[config.mk]
export PLATFORM = sky130hd
export DESIGN_NAME = chain_crc_node
export DESIGN_NICKNAME = d
export VERILOG_FILES = /design/src/rtl/chain_crc_pkg.sv /design/src/rtl/crc_lut.sv /design/src/rtl/crc_byte_acc.sv /design/src/rtl/node_ctrl.sv /design/src/rtl/chain_crc_node.sv
export SDC_FILE = /design/constraint.sdc
export NUM_CORES = 1
export LEC_CHECK = 0
export BUFFER_PORTS_ARGS = -buffer_cell sky130_fd_sc_hd__buf_4
export CORE_ASPECT_RATIO = 1.1
export CORE_MARGIN = 5
export CORE_UTILIZATION = 23
export DETAILED_ROUTE_END_ITERATION = 10
export PLACE_DENSITY = 0.49
export SETUP_SLACK_MARGIN = 0.05
export SLEW_MARGIN = 20
export SYNTH_ARGS = -nofsm -noshare
export SYNTH_HDL_FRONTEND = slang
export SYNTH_HIERARCHICAL = 1
export SYNTH_SLANG_ARGS = --single-unit
[constraint.sdc]
create_clock -name clk -period 6.9 [get_ports clk]
set_input_delay 0.69 -clock clk [delete_from_list [all_inputs] [get_ports clk]]
set_output_delay 0.69 -clock clk [all_outputs]
set_load 0.01 [all_outputs]
[src/rtl/chain_crc_pkg.sv]
package chain_crc_pkg;
    localparam int CRC_W     = 16;
    localparam int BYTE_W    = 8;
    localparam int LUT_DEPTH = 2 ** BYTE_W;
    localparam logic [CRC_W-1:0] GEN_POLY = 16'h8005;
    localparam logic [1:0]       ERR_MARK = 2'b11;

    typedef enum logic [2:0] {
        ST_IDLE,
        ST_OWN_HI,
        ST_OWN_LO,
        ST_DATA,
        ST_CRC_HI,
        ST_CRC_LO,
        ST_CHECK,
        ST_DONE
    } node_state_t;

    // Remainder of one byte placed at the top of the register, MSB-first
    function automatic logic [CRC_W-1:0] lut_entry(input logic [BYTE_W-1:0] idx);
        logic [CRC_W-1:0] r;
        r = {idx, {(CRC_W-BYTE_W){1'b0}}};
        for (int b = 0; b < BYTE_W; b++) begin
            if (r[CRC_W-1]) r = (r << 1) ^ GEN_POLY;
            else            r = r << 1;
        end
        return r;
    endfunction
endpackage

[src/rtl/crc_lut.sv]
module crc_lut
    import chain_crc_pkg::*;
(
    input  logic [BYTE_W-1:0] idx,
    output logic [CRC_W-1:0]  val
);
    logic [CRC_W-1:0] tbl [LUT_DEPTH];

    for (genvar g = 0; g < LUT_DEPTH; g++) begin : g_ent
        assign tbl[g] = lut_entry(BYTE_W'(g));
    end

    assign val = tbl[idx];
endmodule

[src/rtl/crc_byte_acc.sv]
module crc_byte_acc
    import chain_crc_pkg::*;
(
    input  logic              clk,
    input  logic              rst_n,
    input  logic              clr,
    input  logic              en,
    input  logic [BYTE_W-1:0] din,
    output logic [CRC_W-1:0]  crc_q
);
    logic [BYTE_W-1:0] lut_idx;
    logic [CRC_W-1:0]  lut_val;
    logic [CRC_W-1:0]  crc_nxt;

    assign lut_idx = din ^ crc_q[CRC_W-1 -: BYTE_W];

    crc_lut u_lut (
        .idx (lut_idx),
        .val (lut_val)
    );

    assign crc_nxt = {crc_q[CRC_W-BYTE_W-1:0], {BYTE_W{1'b0}}} ^ lut_val;

    always_ff @(posedge clk or negedge rst_n) begin
        if (!rst_n)   crc_q <= '0;
        else if (clr) crc_q <= '0;
        else if (en)  crc_q <= crc_nxt;
    end
endmodule

[src/rtl/node_ctrl.sv]
module node_ctrl
    import chain_crc_pkg::*;
#(
    parameter int POS_W = 9
) (
    input  logic              clk,
    input  logic              rst_n,
    input  logic              sof,
    input  logic              seg_valid,
    input  logic [BYTE_W-1:0] seg_data,
    input  logic [CRC_W-1:0]  own_word,
    input  logic [POS_W-1:0]  chain_len,
    input  logic [POS_W-1:0]  node_pos,
    input  logic [CRC_W-1:0]  ver_crc,
    output logic              acc_clr,
    output logic              regen_en,
    output logic [BYTE_W-1:0] regen_din,
    output logic              ver_en,
    output logic              crc_valid,
    output logic              crc_err,
    output logic [CRC_W-1:0]  own_q
);
    localparam int CNT_W = POS_W + 2;

    node_state_t state, state_nxt;

    logic [CNT_W-1:0] ds_q;
    logic [CNT_W-1:0] ds_calc;
    logic [CNT_W-1:0] cnt_regen;
    logic [CNT_W-1:0] cnt_rx;
    logic [CRC_W-1:0] rx_crc_q;
    logic             rx_hi_ld, rx_lo_ld, cmp_now;

    // Downstream byte count: two per node below this one
    assign ds_calc = (node_pos >= chain_len) ? '0
                   : (CNT_W'(chain_len - node_pos) << 1);

    // State register
    always_ff @(posedge clk or negedge rst_n) begin
        if (!rst_n) state <= ST_IDLE;
        else        state <= state_nxt;
    end

    // Next state and strobes
    always_comb begin
        state_nxt = state;
        acc_clr   = sof;
        regen_en  = 1'b0;
        regen_din = seg_data;
        ver_en    = 1'b0;
        rx_hi_ld  = 1'b0;
        rx_lo_ld  = 1'b0;
        cmp_now   = 1'b0;
        if (sof) begin
            state_nxt = ST_OWN_HI;
        end else begin
            unique case (state)
                ST_IDLE: ;
                ST_OWN_HI: begin
                    regen_en  = 1'b1;
                    regen_din = own_q[CRC_W-1 -: BYTE_W];
                    state_nxt = ST_OWN_LO;
                end
                ST_OWN_LO: begin
                    regen_en  = 1'b1;
                    regen_din = own_q[BYTE_W-1:0];
                    state_nxt = (ds_q == '0) ? ST_DONE : ST_DATA;
                end
                ST_DATA: begin
                    if (seg_valid) begin
                        regen_en = 1'b1;
                        ver_en   = 1'b1;
                        if (cnt_rx == ds_q - CNT_W'(1)) state_nxt = ST_CRC_HI;
                    end
                end
                ST_CRC_HI: begin
                    if (seg_valid) begin
                        rx_hi_ld  = 1'b1;
                        state_nxt = ST_CRC_LO;
                    end
                end
                ST_CRC_LO: begin
                    if (seg_valid) begin
                        rx_lo_ld  = 1'b1;
                        state_nxt = ST_CHECK;
                    end
                end
                ST_CHECK: begin
                    cmp_now   = 1'b1;
                    state_nxt = ST_DONE;
                end
                ST_DONE: ;
                default: state_nxt = ST_IDLE;
            endcase
        end
    end

    // Frame registers, counters and flags
    always_ff @(posedge clk or negedge rst_n) begin
        if (!rst_n) begin
            own_q     <= '0;
            ds_q      <= '0;
            cnt_regen <= '0;
            cnt_rx    <= '0;
            rx_crc_q  <= '0;
            crc_valid <= 1'b0;
            crc_err   <= 1'b0;
        end else if (sof) begin
            own_q     <= own_word;
            ds_q      <= ds_calc;
            cnt_regen <= '0;
            cnt_rx    <= '0;
            rx_crc_q  <= '0;
            crc_valid <= 1'b0;
            crc_err   <= 1'b0;
        end else begin
            if (regen_en) begin
                cnt_regen <= cnt_regen + CNT_W'(1);
                if (cnt_regen + CNT_W'(1) == ds_q + CNT_W'(2)) crc_valid <= 1'b1;
            end
            if (ver_en)   cnt_rx <= cnt_rx + CNT_W'(1);
            if (rx_hi_ld) rx_crc_q[CRC_W-1 -: BYTE_W] <= seg_data;
            if (rx_lo_ld) rx_crc_q[BYTE_W-1:0]        <= seg_data;
            if (cmp_now && (rx_crc_q != ver_crc)) crc_err <= 1'b1;
        end
    end
endmodule

[src/rtl/chain_crc_node.sv]
module chain_crc_node
    import chain_crc_pkg::*;
#(
    parameter int POS_W = 9
) (
    input  logic              clk,
    input  logic              rst_n,
    input  logic              sof,
    input  logic [CRC_W-1:0]  own_word,
    input  logic              seg_valid,
    input  logic [BYTE_W-1:0] seg_data,
    input  logic [POS_W-1:0]  chain_len,
    input  logic [POS_W-1:0]  node_pos,
    output logic [CRC_W-1:0]  regen_crc,
    output logic              crc_valid,
    output logic              crc_err,
    output logic [CRC_W-1:0]  marked_word
);
    logic              acc_clr, regen_en, ver_en;
    logic [BYTE_W-1:0] regen_din;
    logic [CRC_W-1:0]  ver_crc;
    logic [CRC_W-1:0]  own_q;

    node_ctrl #(.POS_W(POS_W)) u_ctrl (
        .clk       (clk),
        .rst_n     (rst_n),
        .sof       (sof),
        .seg_valid (seg_valid),
        .seg_data  (seg_data),
        .own_word  (own_word),
        .chain_len (chain_len),
        .node_pos  (node_pos),
        .ver_crc   (ver_crc),
        .acc_clr   (acc_clr),
        .regen_en  (regen_en),
        .regen_din (regen_din),
        .ver_en    (ver_en),
        .crc_valid (crc_valid),
        .crc_err   (crc_err),
        .own_q     (own_q)
    );

    crc_byte_acc u_regen (
        .clk   (clk),
        .rst_n (rst_n),
        .clr   (acc_clr),
        .en    (regen_en),
        .din   (regen_din),
        .crc_q (regen_crc)
    );

    crc_byte_acc u_verify (
        .clk   (clk),
        .rst_n (rst_n),
        .clr   (acc_clr),
        .en    (ver_en),
        .din   (seg_data),
        .crc_q (ver_crc)
    );

    assign marked_word = crc_err ? {own_q[CRC_W-1:2], ERR_MARK} : own_q;
endmodule

---- Yosys cells after proc, flatten, opt, wreduce, memory -nomap -nowiden ----
Memory sizes are Yosys's and may differ from the RTL's.
Index checks and enable logic that the tools add are counted.
word-level totals
  register bits after elaboration ......... 102
  ROM bits ................................ 8192
  bits of input ports ..................... 46
  output and inout bits ................... 34
  logic and storage cells ................. 94
  memories ................................ 2
cells by class
  add/sub/neg operators ................... 5
  $lt $le $gt $ge ......................... 3
  equality and inequality tests ........... 13
  mux-type cells .......................... 42
  bitwise logic cells ..................... 6
  reductions and logical operators ........ 12
memory list
  memory           words  bits a word  read ports  clocked after Yosys merged registers in  write ports  line           RTL
  (no name shown)  256    16           1           0                                        0            crc_lut.sv:13  assign val = tbl[idx];
  (no name shown)  256    16           1           0                                        0            crc_lut.sv:13
operators with widths
  cell                                                  count
  2-to-1 mux 16 bit                                     9
  2-to-1 mux 11 bit                                     5
  XOR 16 bit                                            2
  2-to-1 mux 8 bit                                      3
  adder 11 x 1 -> 11 bit (second input constant)        2
  equality test 11 bit                                  2
  >= comparator 9 bit (second input constant)           2
  2-to-1 mux 3 bit                                      6
  NOT 8 -> 9 bit                                        2
  case mux 3 bit (6 select lines)                       1
  != test 16 bit                                        1
  case mux 8 bit (2 select lines)                       1
  XOR 8 bit                                             2
  2-to-1 mux 1 bit                                      15
  nonzero test 2 bit                                    6
  adder 11 x 2 -> 11 bit (second input constant)        1
  zero test 11 bit                                      1
  subtractor 11 x 1 -> 11 bit (second input constant)   1
  subtractor 9 x 9 -> 10 bit                            1
  equality test 3 bit (second input constant)           3
  >= comparator 9 bit                                   1
  != test 3 bit (second input constant)                 3
  nonzero test 7 bit                                    1
  equality test 3 x 2 -> 1 bit (second input constant)  2
  8 further kinds                                       8

---- Depth between registers and ports, before layout ----
  depth in word-level cells ............... 11
  mapped depth ............................ 14
  mapped depth without buffers ............ 11

---- Modules after synthesis ----
The synthesis kept the hierarchy.
modules (own cells, without submodules)
  module                     instances  cells an instance  area an instance (um2)  seq. area each (um2)
  node_ctrl                  1          472                4285.4                  1726.7
  crc_byte_acc               2          69                 869.6                   400.4
  crc_lut at u_regen.u_lut   1          22                 188.9                   0.0
  crc_lut at u_verify.u_lut  1          21                 177.7                   0.0
  chain_crc_node             1          2                  12.5                    0.0

---- Least setup slack after synthesis ----
Ideal clock, no wire load.
  path kind ............................... flip-flop to flip-flop
  start ................................... register u_ctrl.state[1]
  end ..................................... register u_regen.crc_q[15]
  setup time .............................. 0.087 ns
  data arrival time ....................... 2.788 ns
  data required time ...................... 6.813 ns
  slack ................................... 4.025 ns
  cell stages (with the launch flop) ...... 13
  period minus slack after synthesis ...... 2.875 ns
  cells stage by stage .................... dfrtp_1 > inv_1 > nor3_1 > o21ai_1 > nand2_1 > o21ai_0 > xor2_1 > xor2_2 > xor2_2 > xnor2_1 > buf_4 > xnor2_1 > a211oi_2
between the ends
  word-level cells in the longest chain between the ends .. 11
  elaborated cells between the ends (all ways) .. 17
  those cells by class .................... eq/ne: 3; mux: 8; bitwise: 3; reduce/logical: 2; memory: 1
RTL lines
  item                                                                                 line                  RTL
  from (decl)                                                                          node_ctrl.sv:25       node_state_t state, state_nxt;
  from (signal assigned)                                                               node_ctrl.sv:41       else state <= state_nxt;
  equality test 3 x 2 -> 1 bit / equality test 3 x 1 -> 1 bit (equally long branches)  node_ctrl.sv:57       unique case (state)
  case mux 8 bit (2 select lines) (*)                                                  node_ctrl.sv:57
  2-to-1 mux 8 bit (*)                                                                 node_ctrl.sv:54       if (sof) begin
  net regen_din[3]                                                                     chain_crc_node.sv:20  logic [BYTE_W-1:0] regen_din;
  XOR 8 bit (*)                                                                        crc_byte_acc.sv:15    assign lut_idx = din ^ crc_q[CRC_W-1 -: BYTE_W];
  net u_regen.lut_idx[3]                                                               crc_byte_acc.sv:11    logic [BYTE_W-1:0] lut_idx;
  NOT 8 -> 9 bit (not written as such) (*)                                             crc_lut.sv:13
  memory (256 x 16 bit) (*)                                                            -
  2-to-1 mux 16 bit (not written as such) (*) (2 in a row)                             crc_lut.sv:13
  net u_regen.lut_val[15]                                                              crc_byte_acc.sv:12    logic [CRC_W-1:0] lut_val;
  XOR 16 bit (*)                                                                       crc_byte_acc.sv:22    assign crc_nxt = {crc_q[CRC_W-BYTE_W-1:0], {BYTE_W{1'b0}}} ^ lut_val;
  2-to-1 mux 16 bit (*)                                                                crc_byte_acc.sv:27    else if (en) crc_q <= crc_nxt;
  2-to-1 mux 16 bit (*)                                                                crc_byte_acc.sv:26    else if (clr) crc_q <= '0;
  to (signal assigned)                                                                 crc_byte_acc.sv:27
  to (decl)                                                                            crc_byte_acc.sv:9     output logic [CRC_W-1:0] crc_q
Mark *: on every way through the listed nets, which the timed path passes. The rest lies on a longest branch. The select of a mux whose other input is x is not followed.
A chain may end at the register's enable or synchronous reset.

---- Final worst setup path ----
  start ................................... register u_ctrl.state[1]
  end ..................................... register u_regen.crc_q[15]
between the ends
  word-level cells in the longest chain between the ends .. 11
  elaborated cells between the ends (all ways) .. 17
  those cells by class .................... eq/ne: 3; mux: 8; bitwise: 3; reduce/logical: 2; memory: 1
RTL lines
  item                                                                                 line
  equality test 3 x 2 -> 1 bit / equality test 3 x 1 -> 1 bit (equally long branches)  node_ctrl.sv:57
  case mux 8 bit (2 select lines) (*)                                                  node_ctrl.sv:57
  2-to-1 mux 8 bit (*)                                                                 node_ctrl.sv:54
  net regen_din[4]                                                                     chain_crc_node.sv:20
  XOR 8 bit (*)                                                                        crc_byte_acc.sv:15
  net u_regen.lut_idx[4]                                                               crc_byte_acc.sv:11
  NOT 8 -> 9 bit (not written as such) (*)                                             crc_lut.sv:13
  memory (256 x 16 bit) (*)                                                            -
  2-to-1 mux 16 bit (not written as such) (*) (2 in a row)                             crc_lut.sv:13
  XOR 16 bit (*)                                                                       crc_byte_acc.sv:22
  2-to-1 mux 16 bit (*)                                                                crc_byte_acc.sv:27
  2-to-1 mux 16 bit (*)                                                                crc_byte_acc.sv:26
Marked as above.

==> flow_metrics.env <==
export IMPL_grt_start_max_net_pins=77
export IMPL_place_congestion=0.753
export IMPL_netlist_area_sq_um=6400
export IMPL_fillers=2965
export IMPL_cts_hold_buf=0
export IMPL_end_kind="flip-flop"
export IMPL_netlist_area_leader_share_pct=39.5
export IMPL_layout_drive_gt1_share_pct=21.3
export IMPL_wire_per_inst_um=14.4
export IMPL_post_cts_buffers=0
export IMPL_final_area_sq_um=7490
export IMPL_post_route_util_pct=27.1
export IMPL_min_path_type="primary input to asynchronous set/reset pin"
export IMPL_htreeDepth=3
export IMPL_root_buffer="clkbuf_16"
export IMPL_relSlewSlack_pct=33.9
export IMPL_startpoint_type="flip-flop"
export IMPL_grt_pass1_vias=4707
export IMPL_cts_tree="yes"
export IMPL_final_cells=1077
export IMPL_overflow=0
export IMPL_ys_seq_area_share_pct=39.5
export IMPL_die_y_um=185
export IMPL_period_needed_ps=3410
export IMPL_run_status="complete, no violations"
export IMPL_synth_edf_count=0
export IMPL_p_total_mw=1.76
export IMPL_seq_area_sq_um=2530
export IMPL_core_sq_um=27600
export IMPL_finalSetupViolCount=0
export IMPL_synth_largest_area_cell="dfrtp_1"
export IMPL_via_per_inst=4.30
export IMPL_yosys_warnings=6
export IMPL_synthCells=655
export IMPL_port_buffers=79
export IMPL_place_hpwl_um=11500
export IMPL_ant_nets=0
export IMPL_clkSinkCount=101
export IMPL_hold_violations=0
export IMPL_drt_iter0_markers=192
export IMPL_syn_avg_cell_area_sq_um=9.78
export IMPL_slew_violations=0
export IMPL_num_antenna_cells=0
export IMPL_multi_input_area_sq_um=3490
export IMPL_clkLatencyLatePin_ps=350
export IMPL_clock_path_buffers=2
export IMPL_synthTopCellsByArea="dfrtp_1 (39%), xor2_1 (10%), xnor2_1 (8.1%)"
export IMPL_numPlacedInstances=1062
export IMPL_rrSetupSlack_ps=3490
export IMPL_grtUsageTotal_pct=10.1
export IMPL_crit_arrival_ps=3670
export IMPL_via_count=4632
export IMPL_antenna_found_initial=0
export IMPL_peakVddDrop_v=0.000133
export IMPL_synthDistinctLibCells=56
export IMPL_nets=770
export IMPL_cp_max_fo=9
export IMPL_first_pass_iters=4
export IMPL_rr_worst_depth=11
export IMPL_fin_tns_setup_ps=0
export IMPL_clk_pin_slew_ps=70
export IMPL_grt_pass1_wl_um=25400
export IMPL_start_util_pct=23.2
export IMPL_max_cap_viol_count=0
export IMPL_wirelength_um=15600
export IMPL_numCtsBuffers=9
export IMPL_ys_ff_latch=101
export IMPL_ios=80
export IMPL_drcViolationCount=0
export IMPL_std_cell_rows=64
export IMPL_ys_flop_type="dfrtp_1"
export IMPL_r2r_end="u_regen/crc_q[15]"
export IMPL_skew_ps=7.47
export IMPL_async_flop_share_pct=100
export IMPL_tightest_slew_ps=984
export IMPL_required_ps=7160
export IMPL_power_density_nw_per_um2=235
export IMPL_r2r_start="u_ctrl/state[1]"
export IMPL_period_share_pct=49.4
export IMPL_die_w_um=169
export IMPL_dieArea_sq_um=31300
export IMPL_syn_to_final_growth_pct=16.9
export IMPL_p_leak_nw=3.30
export IMPL_dpl_instance_area_sq_um=7200
export IMPL_criticalPathCategory="flip-flop to flip-flop"
export IMPL_cts_resized=0
export IMPL_rsz0062_at_grt="false"
export IMPL_clock_fmax_mhz=293
layout make-up:
| type | count | share of cell area [%] |
|---|---|---|
| Clock buffer | 9 | 3.01 |
| Clock inverter | 6 | 0.835 |
| Inverter | 24 | 1.20 |
| Multi-Input combinational cell | 489 | 46.6 |
| Sequential cell | 101 | 33.8 |
| Tap cell | 363 | 6.07 |
| Timing Repair Buffer | 85 | 8.57 |
stage by stage:
stage	setup WS [ps]	hold WS (ps)
final	3490	248
after global routing	3050	268
after CTS	3430	242
after detailed placement	3430	491
after global placement	3650	484
after floorplan	4030	394
where the power goes:
| part | internal, mW | switching [mW] |
|---|---|---|
| Sequential | 0.644 | 0.0734 |
| Combinational | 0.254 | 0.275 |
| Clock | 0.280 | 0.230 |
layout by cell type, fill, tap and decap left out, types with 10 or more instances in the layout:
cell type,count
dfrtp_1,101
buf_4,84
xor2_1,73
xnor2_1,59
nand2_1,57
nor2_1,50
o21ai_0,35
inv_1,23
mux2i_1,18
mux2_2,16
a211oi_2,16
ha_1,13
nor2_2,12
a21oi_1,11
nand4_1,11
nor3_1,10
nor4_1,10
conb_1,10
state kept, by name (all words and copies together), names as in the netlist:
register          flops
u_ctrl/rx_crc_q      16
u_verify/crc_q       16
u_ctrl/cnt_regen     11
u_ctrl/state          3
u_regen/crc_q        16
u_ctrl/crc_valid      1
u_ctrl/own_q         16
u_ctrl/cnt_rx        11
u_ctrl/ds_q          10
u_ctrl/crc_err        1
cells in the mapped netlist, types with 8 or more instances:
master	n
clkbuf_1	22
o21ai_0	35
nand3_1	9
nand2_1	57
buf_4	15
xnor2_1	59
a211oi_2	16
or3_1	8
mux2i_1	18
inv_1	23
nor3_1	10
mux2_2	16
nor4_1	10
dfrtp_1	101
nand4_1	11
ha_1	13
a21oi_1	11
a22oi_1	8
xor2_1	73
nor2_1	52
nor2_2	10
worst max-delay path by stage:
stage | start | end | slack (ps)
after floorplan | u_ctrl/state[1] | u_regen/crc_q[15] | 4030
after global placement | u_ctrl/state[1] | u_regen/crc_q[15] | 3650
after detailed placement | u_ctrl/state[1] | u_regen/crc_q[15] | 3430
after CTS | u_ctrl/state[1] | u_regen/crc_q[15] | 3430
after global routing | u_ctrl/state[1] | u_regen/crc_q[15] | 3050
final | u_ctrl/state[1] | u_regen/crc_q[15] | 3490
routing by layer:
layer,vias up,track usage (%),wire length (um)
li1,2314,-,-
met5,-,0,0
met3,15,1.99,409
met4,0,2.35,208
met2,75,16.5,7440
met1,2228,13.8,7490
kinds of logic after synthesis:
kind of cell               count (synthesis)  share of synthesized area (%)
DFF                                      101                           39.5
AOI/OAI and AO/OA                        106                           11.9
muxes                                     34                           5.63
adders and majority gates                 14                           2.85
buffers and inverters                     73                           6.62
xor gates and xnor gates                 135                           18.8
and+or+nand+nor                          190                           14.6
other                                      2                          0.117
critical path, cell delays in order, from the launching register on:
cell and delay, ps:
dfrtp_1 480, inv_1 140, nor3_1 810, o21ai_1 370, nand2_1 140, o21ai_0 120, xor2_1 320, xor2_2 240
xor2_2 200, xnor2_1 180, xnor2_1 110, a211oi_2 220
(Power assumes the default switching activity.)
